===== src/rtl/spi_irq_pkg.sv =====
package spi_irq_pkg;
  localparam int NUM_EV        = 6;
  localparam int EV_RX_RDY     = 0;
  localparam int EV_RX_HALF    = 1;
  localparam int EV_TX_HALFEMP = 2;
  localparam int EV_RX_OVF     = 3;
  localparam int EV_TX_UDR     = 4;
  localparam int EV_XFER_DONE  = 5;
  typedef logic [NUM_EV-1:0] ev_vec_t;
endpackage


===== src/rtl/spi_irq_detect.sv =====
// Turns FIFO fill counts and event pulses into a per-cycle event vector.
module spi_irq_detect
  import spi_irq_pkg::*;
#(
  parameter int LVL_W      = 7,
  parameter int RX_HALF_TH = 32,
  parameter int TX_HALF_TH = 32
) (
  input  logic [LVL_W-1:0] rx_level,
  input  logic [LVL_W-1:0] tx_level,
  input  logic             rx_ovf,
  input  logic             tx_udr,
  input  logic             xfer_done,
  output ev_vec_t          ev
);
  localparam logic [LVL_W-1:0] RX_TH = LVL_W'(RX_HALF_TH);
  localparam logic [LVL_W-1:0] TX_TH = LVL_W'(TX_HALF_TH);

  always_comb begin
    ev                = '0;
    ev[EV_RX_RDY]     = (rx_level != '0);
    ev[EV_RX_HALF]    = (rx_level >= RX_TH);
    ev[EV_TX_HALFEMP] = (tx_level <= TX_TH);
    ev[EV_RX_OVF]     = rx_ovf;
    ev[EV_TX_UDR]     = tx_udr;
    ev[EV_XFER_DONE]  = xfer_done;
  end
endmodule


===== src/rtl/spi_irq_status.sv =====
// Sticky status register: set on event, cleared by write-one, set wins.
module spi_irq_status
  import spi_irq_pkg::*;
(
  input  logic    clk,
  input  logic    rst,
  input  ev_vec_t ev,
  input  logic    clr_we,
  input  ev_vec_t clr_mask,
  output ev_vec_t status_q
);
  for (genvar i = 0; i < NUM_EV; i++) begin : g_bit
    logic clr_bit;
    assign clr_bit = clr_we & clr_mask[i];
    always_ff @(posedge clk) begin
      if (rst)        status_q[i] <= 1'b0;
      else if (ev[i]) status_q[i] <= 1'b1;
      else if (clr_bit) status_q[i] <= 1'b0;
    end
  end
endmodule


===== src/rtl/spi_irq_gate.sv =====
// Enable register and registered interrupt output.
module spi_irq_gate
  import spi_irq_pkg::*;
(
  input  logic    clk,
  input  logic    rst,
  input  logic    en_we,
  input  ev_vec_t en_wdata,
  input  ev_vec_t status_q,
  output ev_vec_t enable_q,
  output logic    irq_q
);
  always_ff @(posedge clk) begin
    if (rst) begin
      enable_q <= '0;
      irq_q    <= 1'b0;
    end else begin
      if (en_we) enable_q <= en_wdata;
      irq_q <= |(status_q & enable_q);
    end
  end
endmodule


===== src/rtl/spi_irq_unit.sv =====
module spi_irq_unit
  import spi_irq_pkg::*;
#(
  parameter int FIFO_DEPTH = 64,
  parameter int LVL_W      = $clog2(FIFO_DEPTH + 1),
  parameter int RX_HALF_TH = FIFO_DEPTH / 2,
  parameter int TX_HALF_TH = FIFO_DEPTH / 2
) (
  input  logic                clk,
  input  logic                rst,
  input  logic [LVL_W-1:0]    rx_level,
  input  logic [LVL_W-1:0]    tx_level,
  input  logic                rx_ovf,
  input  logic                tx_udr,
  input  logic                xfer_done,
  input  logic                en_we,
  input  logic [NUM_EV-1:0]   en_wdata,
  input  logic                clr_we,
  input  logic [NUM_EV-1:0]   clr_wdata,
  output logic [NUM_EV-1:0]   status,
  output logic [NUM_EV-1:0]   enable,
  output logic                irq
);
  ev_vec_t ev;
  ev_vec_t status_q;
  ev_vec_t enable_q;
  logic    irq_q;

  spi_irq_detect #(
    .LVL_W(LVL_W), .RX_HALF_TH(RX_HALF_TH), .TX_HALF_TH(TX_HALF_TH)
  ) detect_i (
    .rx_level(rx_level), .tx_level(tx_level), .rx_ovf(rx_ovf),
    .tx_udr(tx_udr), .xfer_done(xfer_done), .ev(ev)
  );

  spi_irq_status status_i (
    .clk(clk), .rst(rst), .ev(ev), .clr_we(clr_we),
    .clr_mask(clr_wdata), .status_q(status_q)
  );

  spi_irq_gate gate_i (
    .clk(clk), .rst(rst), .en_we(en_we), .en_wdata(en_wdata),
    .status_q(status_q), .enable_q(enable_q), .irq_q(irq_q)
  );

  assign status = status_q;
  assign enable = enable_q;
  assign irq    = irq_q;
endmodule


===== config.mk =====
export PLATFORM = sky130hd
export DESIGN_NAME = spi_irq_unit
export DESIGN_NICKNAME = d
export VERILOG_FILES = /design/src/rtl/spi_irq_pkg.sv /design/src/rtl/spi_irq_detect.sv /design/src/rtl/spi_irq_status.sv /design/src/rtl/spi_irq_gate.sv /design/src/rtl/spi_irq_unit.sv
export SDC_FILE = /design/constraint.sdc
export NUM_CORES = 1
export LEC_CHECK = 0
export CORE_ASPECT_RATIO = 0.75
export CORE_UTILIZATION = 30
export DETAILED_ROUTE_END_ITERATION = 10
export GPL_TIMING_DRIVEN = 0
export PLACE_DENSITY = 0.76
export SYNTH_ARGS = -nofsm -noshare
export SYNTH_HDL_FRONTEND = slang
export SYNTH_HIERARCHICAL = 1
export SYNTH_SLANG_ARGS = --single-unit

===== constraint.sdc =====
create_clock -name clk -period 1.4 [get_ports clk]
set_clock_uncertainty 0.1 [all_clocks]
set_input_delay 0.14 -clock clk [delete_from_list [all_inputs] [get_ports clk]]
set_output_delay 0.14 -clock clk [all_outputs]
set_load 0.05 [all_outputs]

Word-level counts from Yosys, hierarchy flattened
Index checks and enable logic that the tools add are counted.
Widths: inputs -> output; s select.

operators by class
  bitwise logic cells = 7
  muxes and demuxes = 12
  reductions and logical operators = 8
  magnitude comparators = 2

operators by type and width
  kind                number
  $mux 1              12
  $reduce_bool 2->1   6
  $ge 7x6->1 const B  1
  $le 7x6->1 const B  1
  $reduce_bool 7->1   1
  $and 1x1->1         6
  $and 6x6->6         1
  $reduce_or 6->1     1

word-level totals
  output and inout bits = 13
  register bits after elaboration = 13

Logic depth before layout (Yosys ltp)
  word-level depth = 3
  depth in mapped cells = 4
  mapped depth without buffers = 4

Hierarchy
Netlist, hierarchy kept.

modules (own cells, without submodules)
  module          sequential area each (µm²)  cells each  instances  area each (µm²)
  spi_irq_gate    140.1                       24          1          262.8
  spi_irq_status  120.1                       24          1          217.7
  spi_irq_detect  0.0                         9           1          61.3

Worst setup path after synthesis
Ideal clock, no wire load.

  path type = input-to-reg
  start = input rx_level[0]
  end = register status_i.status_q[0]
  data arrival time = 1,083 ps
  library setup time = 127 ps
  setup slack = 89 ps
  path buffers = 0
  data required time = 1,173 ps
  stages on the path = 4
  cells stage by stage = or4_1 or3_1 nor2_1 a311oi_1

on the way
  word-level cells in the longest chain between the ends = 2
  elaborated cells on any way between the ends = 3
  classes of those cells = mux (1); reduce/logical (2)

RTL lines
  what                                                RTL line              source
  from (decl)                                         spi_irq_unit.sv:11    input logic [LVL_W-1:0] rx_level,
  $reduce_bool 7->1 (*)                               spi_irq_detect.sv:21  ev[EV_RX_RDY] = (rx_level != '0);
  net ev[0]                                           spi_irq_unit.sv:24    ev_vec_t ev;
  $mux 1 / $reduce_bool 2->1 (equally long branches)  -
  to (signal, indexed assignment)                     spi_irq_status.sv:16  if (rst) status_q[i] <= 1'b0;
  to (signal, indexed assignment)                     spi_irq_status.sv:17  else if (ev[i]) status_q[i] <= 1'b1;
  to (signal, indexed assignment)                     spi_irq_status.sv:18  else if (clr_bit) status_q[i] <= 1'b0;
  to (decl)                                           spi_irq_status.sv:10  output ev_vec_t status_q

Mark *: on every way through the listed nets, which the timed path passes. The rest lies on a longest branch.
A chain may end at the register's enable or synchronous reset.

Worst setup path after layout
  start = input rx_level[5]
  end = register status_i.status_q[0]

The elaborated chain is that of the path after synthesis.

==> flow_summary.toml <==
[clocking]
ctsHoldBuffers = 0
clk_pin_slew_ns = 0.07
htree_levels = 1
cts-root-buf = "clkbuf_4"
postCtsSetupBuffers = 0
clk_latency_ns = 0.27
cts_tree = "yes"
cts_buffers = 3
clk_path_buf_depth = 2
clock-sinks = 13

[placed_design]
gp_congestion = 0.642
post-place-ws_ns = -0.351
dp_hpwl_mm = 1.26
port_buffers = 41
placed_cells = 119

[run_status]
status = "finished, final reports clean"

[setup_path]
crit_family = "simple AND/OR/NAND/NOR gates"
worstPathArrival_ns = 1.39
cp_cell_sequence = "clkdlybuf4s50_1 -> or2_2 -> or3_4 -> nor2_4 -> a311oi_1"
crit_fanout = 3
cp-end-kind = "register"
critical_path_class = "in -> reg"
crit_slowest_cell = "clkdlybuf4s50_1"
required_ns = 1.44
crit_buf_inv = 1
critical_path.max_stage_delay_ns = 0.39
cp-start-kind = "input port"

[global_routing]
track_usage_pct = 18.2
grt_max_degree = 14
antenna_found_initial = 0
grt_pass1_wl_mm = 2.46
gr-total-overflow = 0
grt_pass1_vias = 613

[power_and_ir_drop]
power_frac_seq_pct = 46.1
p_leak_nw = 0.432
peakVddDrop_uv = 558
power_density_mw_per_mm2 = 903
switching_share_pct = 30.2
power_frac_clock_pct = 24.8
power_mw = 0.898
power_frac_comb_pct = 29.0
intPower_mw = 0.626
power.switching_mw = 0.272

[sta]
setup_viol = 0
period_share_pct = 96.1
hold_slack_ns = 0.0371
drv_slew = 0
fin_ws_ns = 0.0548
fin_crit_ns = 1.35
finalHoldViolations = 0
rsz0062_at_grt = "no"
relSlewSlack_pct = 67.9
tightest_slew_ns = 0.483
fmax_mhz = 743

[synthesis]
synth_top_area_share_pct = 48.0
netlist.top_cell.by_area = "dfxtp_1"
yosysUniqueCellTypes = 14
netlist_area_um2 = 542
ys_warn_count = 6
ys_ff_latch = 13
synth.area.top_cells = "dfxtp_1 48%, mux2i_1 11%, a311oi_1 9.7%, nor2_1 8.3%, a22oi_1 4.2%"
synth_nets = 90
seq_area_frac_synth_pct = 48.0
avgSynthCellArea_um2 = 9.50
syn_inst = 57

[route]
drtPass1Iterations = 4
vias = 585
wirelength_mm = 1.53
wl_per_cell_um = 12.5
drc_errors = 0
drtAntennaViolNets = 0
drt_iter0_drc = 6
detail_route.vias_per_cell = 4.76

[run]
cap_violations = 0

[die]
core_area_mm2 = 0.00158
die-area_mm2 = 0.00198
die_y_um = 38.8
num_rows = 12
io_pins = 46
fp.dieW_um = 51.1
start_util_pct = 34.4

[cells_and_area]
n_antenna_cell = 0
stdcell_count = 123
fillCellCount = 152
final_core_util_pct = 63.1
nNetsFinal = 136
layout-drive-gt1-share_pct = 21.6
area_growth_pct = 83.6

[worst_hold_path]
hold_class = "in -> reg"
[worst min-delay path, cell delays in order]
cell and delay, ns:
buf_4 0.11, inv_1 0.04, a311oi_1 0.07
[path summary, 6_finish.rpt]
path | slack (ns) | depth (start not counted) | to | from
worst min-delay path | 0.04 | 3 | status_i/status_q[5]$_SDFFE_PP0P_ | xfer_done
worst max register to register | 0.51 | 2 | gate_i/irq_q$_SDFF_PP0_ | status_i/status_q[4]$_SDFFE_PP0P_
worst max-delay path | 0.05 | 5 | status_i/status_q[0]$_SDFFE_PP0P_ | rx_level[5]
worst min register to register | 0.42 | 2 | status_i/status_q[3]$_SDFFE_PP0P_ | status_i/status_q[3]$_SDFFE_PP0P_
[per-layer routing]
layer,global-route usage (%),up-vias,share of wire [%]
met2,33.9,28,51
met1,17.1,266,38
met3,11.4,0,11
li1,-,291,-
met4,4.17,0,0
met5,0,-,0
[state kept, by name (all words and copies together), names as in the netlist]
register	cells
gate_i/enable_q	6
gate_i/irq_q	1
status_i/status_q	6
[cells in the final DEF (no fill, tap or decap), drive strengths merged]
| master | instances |
|---|---|
| nor3 | 2 |
| inv | 6 |
| or3 | 1 |
| a31oi | 1 |
| mux2i | 6 |
| or2 | 1 |
| a22oi | 3 |
| o2bb2ai | 1 |
| dlygate4sd2 | 5 |
| or4 | 1 |
| clkdlybuf4s15 | 7 |
| clkdlybuf4s50 | 24 |
| buf | 4 |
| a311oi | 6 |
| dfxtp | 13 |
| nor2 | 12 |
| clkbuf | 9 |
[repair_timing]
item / in CTS / in global routing
resized for setup: 36 / 8
pin swaps: 4 / 1
setup endpoints to repair: 14 / 6
gates cloned: 0 / 0
[cells by family (layout without fill, tap and decap cells)]
family | Yosys count | in the layout | synth area share [%]
AO/OA/AOI/OAI | 11 | 11 | 16.6
buffers and inverters | 10 | 55 | 10.4
flip-flops | 13 | 13 | 48.0
multiplexers | 6 | 6 | 11.1
AND/OR/NAND/NOR | 17 | 17 | 13.9
[cell type report]
cell class,instances,area [um2],area share [%]
multi-input combinational,34,238,23.9
sequential,13,260,26.2
inverter,6,22.5,2.26
buffer,4,33.8,3.40
timing repair buffer,41,388,39.0
tap,21,26.3,2.64
clock buffer,4,26.3,2.64
[synth_stat cells (all sizes together)]
cell      n
a22oi     3
a31oi     1
buf       4
nor3      2
or4       1
dfxtp    13
o2bb2ai   1
or3       1
or2       1
nor2     12
a311oi    6
mux2i     6
inv       6
[power groups by stage]
stage	Combinational [mW]	Sequential [mW]	Clock, mW
floorplan	0.0505	0.506	0
global placement	0.274	0.421	0
detailed placement	0.279	0.422	0
CTS	0.266	0.413	0.234
global route	0.275	0.418	0.259
finish	0.261	0.414	0.223
[per-stage QoR]
step / instance area (um2) / setup TNS (ns)
floorplan: 542 / 0
global placement: 978 / -0.344
detailed placement: 978 / -0.365
CTS: 1010 / 0
global route: 995 / 0
finish: 995 / 0
Power figures use the tool's default switching activity.
